**config.mk**
```make
export PLATFORM = sky130hd
export DESIGN_NAME = expo_field_seq
export DESIGN_NICKNAME = d
export VERILOG_FILES = /design/src/rtl/expo_field_seq.sv
export SDC_FILE = /design/constraint.sdc
export NUM_CORES = 1
export LEC_CHECK = 0
export BUFFER_PORTS_ARGS = -buffer_cell sky130_fd_sc_hd__buf_4
export CORE_ASPECT_RATIO = 1.4
export CORE_UTILIZATION = 37
export CTS_BUF_LIST = sky130_fd_sc_hd__clkbuf_8
export DETAILED_ROUTE_END_ITERATION = 8
export PLACE_DENSITY = 0.56
export SYNTH_ARGS = -nofsm -noshare
export SYNTH_HDL_FRONTEND = slang
export SYNTH_SLANG_ARGS = --single-unit
```
**constraint.sdc**
```tcl
create_clock -name clk -period 6.9 [get_ports clk]
set_input_delay 1.38 -clock clk [delete_from_list [all_inputs] [get_ports clk]]
set_output_delay 1.38 -clock clk [all_outputs]
set_load 0.02 [all_outputs]
```
**src/rtl/expo_field_seq.sv**
```systemverilog
module expo_field_seq #(
  parameter int FW = 4,
  parameter int LW = 10,
  parameter int PW = 12
) (
  input  logic          clk,
  input  logic          rst_n,
  input  logic          vd_fall,
  input  logic          hd_fall,
  input  logic          act_wr,
  input  logic [FW-1:0] cfg_total,
  input  logic [FW-1:0] cfg_delay,
  input  logic [FW-1:0] cfg_sg_len,
  input  logic [FW-1:0] cfg_sc_len,
  input  logic [FW-1:0] strb_on_fld,
  input  logic [LW-1:0] strb_on_line,
  input  logic [PW-1:0] strb_on_pix,
  input  logic [FW-1:0] strb_off_fld,
  input  logic [LW-1:0] strb_off_line,
  input  logic [PW-1:0] strb_off_pix,
  input  logic [FW-1:0] shut_fld,
  input  logic [LW-1:0] shut_line,
  input  logic [PW-1:0] shut_pix,
  input  logic [FW-1:0] vsub_fld,
  input  logic [LW-1:0] vsub_line,
  input  logic [PW-1:0] vsub_pix,
  output logic          busy,
  output logic          vsg_mask,
  output logic          subck_mask,
  output logic          gp_strobe,
  output logic          gp_shutter,
  output logic          gp_vsub
);

  localparam int XW = FW + 1;
  localparam int NT = 4;
  localparam int POSW = FW + LW + PW;

  logic          armed, running;
  logic [FW-1:0] fld;
  logic [LW-1:0] line_cnt;
  logic [PW-1:0] pix_cnt;
  logic [FW-1:0] a_total, a_delay, a_sg, a_sc;
  logic [POSW-1:0] a_pos [NT];
  logic [POSW-1:0] cfg_pos [NT];
  logic [NT-1:0]   hit;
  logic          last_fld, end_now, start_now;
  logic [XW-1:0] sg_end, sc_end, fld_x;

  assign cfg_pos[0] = {strb_on_fld,  strb_on_line,  strb_on_pix};
  assign cfg_pos[1] = {strb_off_fld, strb_off_line, strb_off_pix};
  assign cfg_pos[2] = {shut_fld,     shut_line,     shut_pix};
  assign cfg_pos[3] = {vsub_fld,     vsub_line,     vsub_pix};

  assign fld_x     = {1'b0, fld};
  assign last_fld  = (fld_x + XW'(1)) >= {1'b0, a_total};
  assign start_now = vd_fall && armed;
  assign end_now   = vd_fall && running && last_fld;
  assign busy      = armed | running;

  assign sg_end     = {1'b0, a_delay} + {1'b0, a_sg};
  assign sc_end     = {1'b0, a_delay} + {1'b0, a_sc};
  assign vsg_mask   = running && (fld >= a_delay) && (fld_x < sg_end);
  assign subck_mask = running && (fld >= a_delay) && (fld_x < sc_end);

  for (genvar i = 0; i < NT; i++) begin : g_hit
    assign hit[i] = running && (a_pos[i] == {fld, line_cnt, pix_cnt});
  end

  always_ff @(posedge clk) begin
    if (!rst_n) begin
      armed   <= 1'b0;
      running <= 1'b0;
      fld     <= '0;
      a_total <= '0;
      a_delay <= '0;
      a_sg    <= '0;
      a_sc    <= '0;
      for (int i = 0; i < NT; i++) a_pos[i] <= '0;
    end else begin
      if (act_wr && !busy) armed <= 1'b1;
      if (start_now) begin
        armed   <= 1'b0;
        running <= 1'b1;
        fld     <= '0;
        a_total <= cfg_total;
        a_delay <= cfg_delay;
        a_sg    <= cfg_sg_len;
        a_sc    <= cfg_sc_len;
        for (int i = 0; i < NT; i++) a_pos[i] <= cfg_pos[i];
      end else if (vd_fall && running) begin
        if (last_fld) running <= 1'b0;
        else fld <= fld + FW'(1);
      end
    end
  end

  always_ff @(posedge clk) begin
    if (!rst_n) begin
      line_cnt <= '0;
      pix_cnt  <= '0;
    end else begin
      pix_cnt <= hd_fall ? '0 : pix_cnt + PW'(1);
      if (vd_fall) line_cnt <= '0;
      else if (hd_fall) line_cnt <= line_cnt + LW'(1);
    end
  end

  always_ff @(posedge clk) begin
    if (!rst_n || !running || end_now) begin
      gp_strobe  <= 1'b0;
      gp_shutter <= 1'b1;
      gp_vsub    <= 1'b0;
    end else begin
      if (hit[1]) gp_strobe <= 1'b0;
      else if (hit[0]) gp_strobe <= 1'b1;
      if (hit[2]) gp_shutter <= 1'b0;
      if (hit[3]) gp_vsub <= 1'b1;
    end
  end

  a_r2_arm_sets_busy: assert property (@(posedge clk) disable iff (!rst_n)
    (act_wr && !busy) |=> busy);
  a_r4_start_on_vd: assert property (@(posedge clk) disable iff (!rst_n)
    $rose(running) |-> $past(vd_fall));
  a_r5_sg_moves_on_vd: assert property (@(posedge clk) disable iff (!rst_n)
    !$stable(vsg_mask) |-> $past(vd_fall));
  a_r6_sc_moves_on_vd: assert property (@(posedge clk) disable iff (!rst_n)
    !$stable(subck_mask) |-> $past(vd_fall));
  a_r12_busy_holds: assert property (@(posedge clk) disable iff (!rst_n)
    (busy && !vd_fall) |=> busy);
  a_r11_idle_levels: assert property (@(posedge clk) disable iff (!rst_n)
    $fell(running) |-> (gp_shutter && !gp_strobe && !gp_vsub));

endmodule

```
==> flow_metrics.py <==
metrics = {
    "clock_tree": {
        "htreeDepth": 4,
        "cts_resized": 0,
        "clk_pin_slew_worst_paths_ns": 0.08,
        "clkSinkCount": 151,
        "cts_max_path_buffers": 2,
        "worst_skew_pair.late_latency_ns": 0.45,
        "cts_buffers": 17,
        "cts_setup_buffers": 0,
        "cts_tree": "built",
        "root_buffer": "clkbuf_8",
        "cts_hold_buf": 0,
    },
    "yosys": {
        "synthesis.nets": 787,
        "synthMostInstantiatedCell": "and2_1",
        "synth.avg_cell_area_um2": 11.7,
        "netlist.area_leader.share_pct": 42.0,
        "async_reset_ff_share_pct": 0,
        "netlist_instances": 635,
        "synth_area_um2": 7440,
        "seq_area_frac_synth_pct": 54.6,
        "synth_enable_flop_cells": 104,
        "synth_top_cell_by_area": "edfxtp_1",
        "synth_warnings": 0,
        "yosysUniqueCellTypes": 35,
        "ys_top_cells_by_count": "and2_1 (105), edfxtp_1 (104), xnor2_1 (63), xor2_1 (63), dfxtp_1 (47)",
        "synthFlopType": "edfxtp_1",
        "yosys-top-cells-area": "edfxtp_1 (42%), dfxtp_1 (13%), and2_1 (8.8%)",
        "ys_ff_latch": 151,
    },
    "sta": {
        "finalCritPeriodShare_pct": 60.6,
        "tightest_slew_ns": 0.912,
        "finClkSkew_ns": 0.0106,
        "fmax_ghz": 0.239,
        "finalSetupViolCount": 0,
        "tns_ns": 0,
        "finalMaxSlewViolations": 0,
        "relSlewSlack_pct": 39.0,
        "grt_setup_unrepaired": "false",
        "hold_violations": 0,
        "fin_crit_ns": 4.18,
        "fin_hold_ws_ns": 0.490,
        "setup_ws_ns": 2.72,
    },
    "drt": {
        "vias_per_cell": 4.79,
        "route.detailed.drc": 0,
        "wl_met1_um": 7890,
        "drt_wl_total_um": 17900,
        "highest_layer": "met4",
        "ant_nets": 0,
        "met3_length_um": 759,
        "drtIter0Drc": 239,
        "via_count": 4820,
        "firstDrtPassIters": 4,
        "wl_per_cell_um": 17.8,
        "wl_met2_um": 8850,
    },
    "setup_path": {
        "slowest_stage": "fa_1",
        "max_stage_delay_ns": 0.49,
        "cp-end-kind": "primary output",
        "start_kind": "flip-flop",
        "cp.arrival_ns": 2.80,
        "worstSetupPathType": "reg -> out",
        "crit_fanout": 4,
        "path_cells": "ha_1 > fa_1 > inv_1 > ha_1 > a21o_1 > a21o_1 > a21o_1 > a211oi_1 > buf_4",
        "crit_top_cell": "a21o_1",
        "required_ns": 5.52,
    },
    "placement": {
        "dp_cells": 976,
        "gp_congestion": 0.786,
        "hpwlAfterDp_um": 13000,
        "post_dp_cell_area_um2": 8560,
        "dpl_worst_slack_ns": 3.18,
        "portBuffers": 130,
    },
    "global_routing": {
        "grt_pass1_wl_um": 27000,
        "grt_max_degree": 113,
        "grtUsageTotal_pct": 18.1,
        "overflow": 0,
        "grt_pass1_vias": 4890,
        "antenna_found_initial": 0,
    },
    "worst_hold_path": {
        "hp-class": "reg -> reg",
    },
    "power_and_ir_drop": {
        "p_leak_nw": 3.68,
        "powerDensity_nw_per_um2": 210,
        "finalPower_mw": 1.88,
        "vdd_ir_drop_max_uv": 112,
    },
    "job": {
        "maxCapViolations": 0,
    },
    "die": {
        "die-area_um2": 20700,
        "initial_core_util_pct": 37.7,
        "design.core.area_um2": 19800,
        "ios": 131,
        "die_x_um": 122,
        "rows": 61,
        "die_h_um": 170,
    },
    "final_layout": {
        "drive_above_1_share_pct": 22.1,
        "finalNonFillerCells": 1007,
        "fin_area_um2": 8940,
        "fin_util_pct": 45.2,
        "syn2layout_area_growth_pct": 20.1,
        "final_nets": 895,
        "diodes": 0,
    },
    "status": {
        "status": "finished, final reports clean",
    },
}
[logic make-up (layout without fill, tap and decap cells)]
family,count (synthesis),after routing,synth area share (%)
compound gates,54,54,5.48
xor+xnor,126,126,14.8
fa+ha+maj,27,27,4.74
buf+inv,57,177,3.36
flops,151,151,54.6
mux,5,5,0.672
simple gates,215,215,16.3
[final cells by class]
cell class                 count  area, um^2
clock buffer                  17         234
clock inverter                14         150
fill                        1856       10800
inverter                      14        55.1
multi-input combinational    427        3130
sequential                   151        4060
tap                          252         315
timing repair buffer         132         991
[report_power, final]
group	switching (mW)	leakage [nW]	total (mW)	internal, mW
combinational	0.0754	2.02	0.171	0.0958
clock	0.344	0.186	0.667	0.322
sequential	0.0275	1.47	1.04	1.02
[state kept, by name (all words and copies together), names as in the netlist]
name,cells
gp_vsub,1
fld,4
running,1
line_cnt,10
a_sg,4
a_total,4
gp_shutter,1
gp_strobe,1
armed,1
a_delay,4
a_sc,4
pix_cnt,12
a_pos,104
[critical path, delay by kind of cell (launching register included)]
kind	cells	cell delay, ns
AOI/OAI and AO/OA	4	0.78
adders and majority gates	3	0.98
buffers and inverters	2	0.24
DFF	1	0.35
[cell usage in the layout (no fill, tap or decap), types with 2 or more instances in the layout]
cell type | Yosys | final
buf_4 | 2 | 132
inv_1 | 14 | 13
edfxtp_1 | 104 | 104
a22o_1 | 10 | 10
inv_6 | 0 | 3
xnor2_1 | 63 | 63
a41oi_1 | 2 | 2
clkinvlp_4 | 0 | 3
nor2_1 | 23 | 23
nor3_1 | 6 | 6
a21oi_1 | 9 | 9
xor2_1 | 63 | 63
nand2b_1 | 9 | 9
bufinv_16 | 0 | 2
a211oi_1 | 3 | 3
fa_1 | 2 | 2
nand2_1 | 22 | 22
o21ai_0 | 9 | 9
nand3_1 | 8 | 8
and3_1 | 5 | 4
nor4_1 | 14 | 14
a21o_1 | 15 | 15
clkinv_1 | 0 | 2
and2_1 | 105 | 105
clkinv_4 | 0 | 2
nand4_1 | 19 | 19
ha_1 | 25 | 25
clkbuf_8 | 0 | 17
dfxtp_1 | 47 | 47
or3_1 | 3 | 3
mux2i_1 | 5 | 5
[routing by layer]
metal / global-route usage, % / vias to the layer above
met2: 30.4 / 136
met5: 0 / -
met4: 7.41 / 0
li1: - / 2384
met3: 3.25 / 21
met1: 22.7 / 2279
[path summary, 6_finish.rpt]
kind                                              start                 endpoint  slack [ns]  cells after the start
worst max-delay path            a_delay[0]$_SDFFE_PN0P_               subck_mask        2.72                      9
worst min-delay path            a_total[1]$_SDFFE_PN0P_  a_total[1]$_SDFFE_PN0P_        0.49                      2
worst max register to register      fld[2]$_SDFFE_PP0P_   gp_strobe$_SDFFE_PP0P_        4.08                      6
worst min register to register  a_total[1]$_SDFFE_PN0P_  a_total[1]$_SDFFE_PN0P_        0.49                      2
Note: power is estimated with default switching activity, not from simulation.
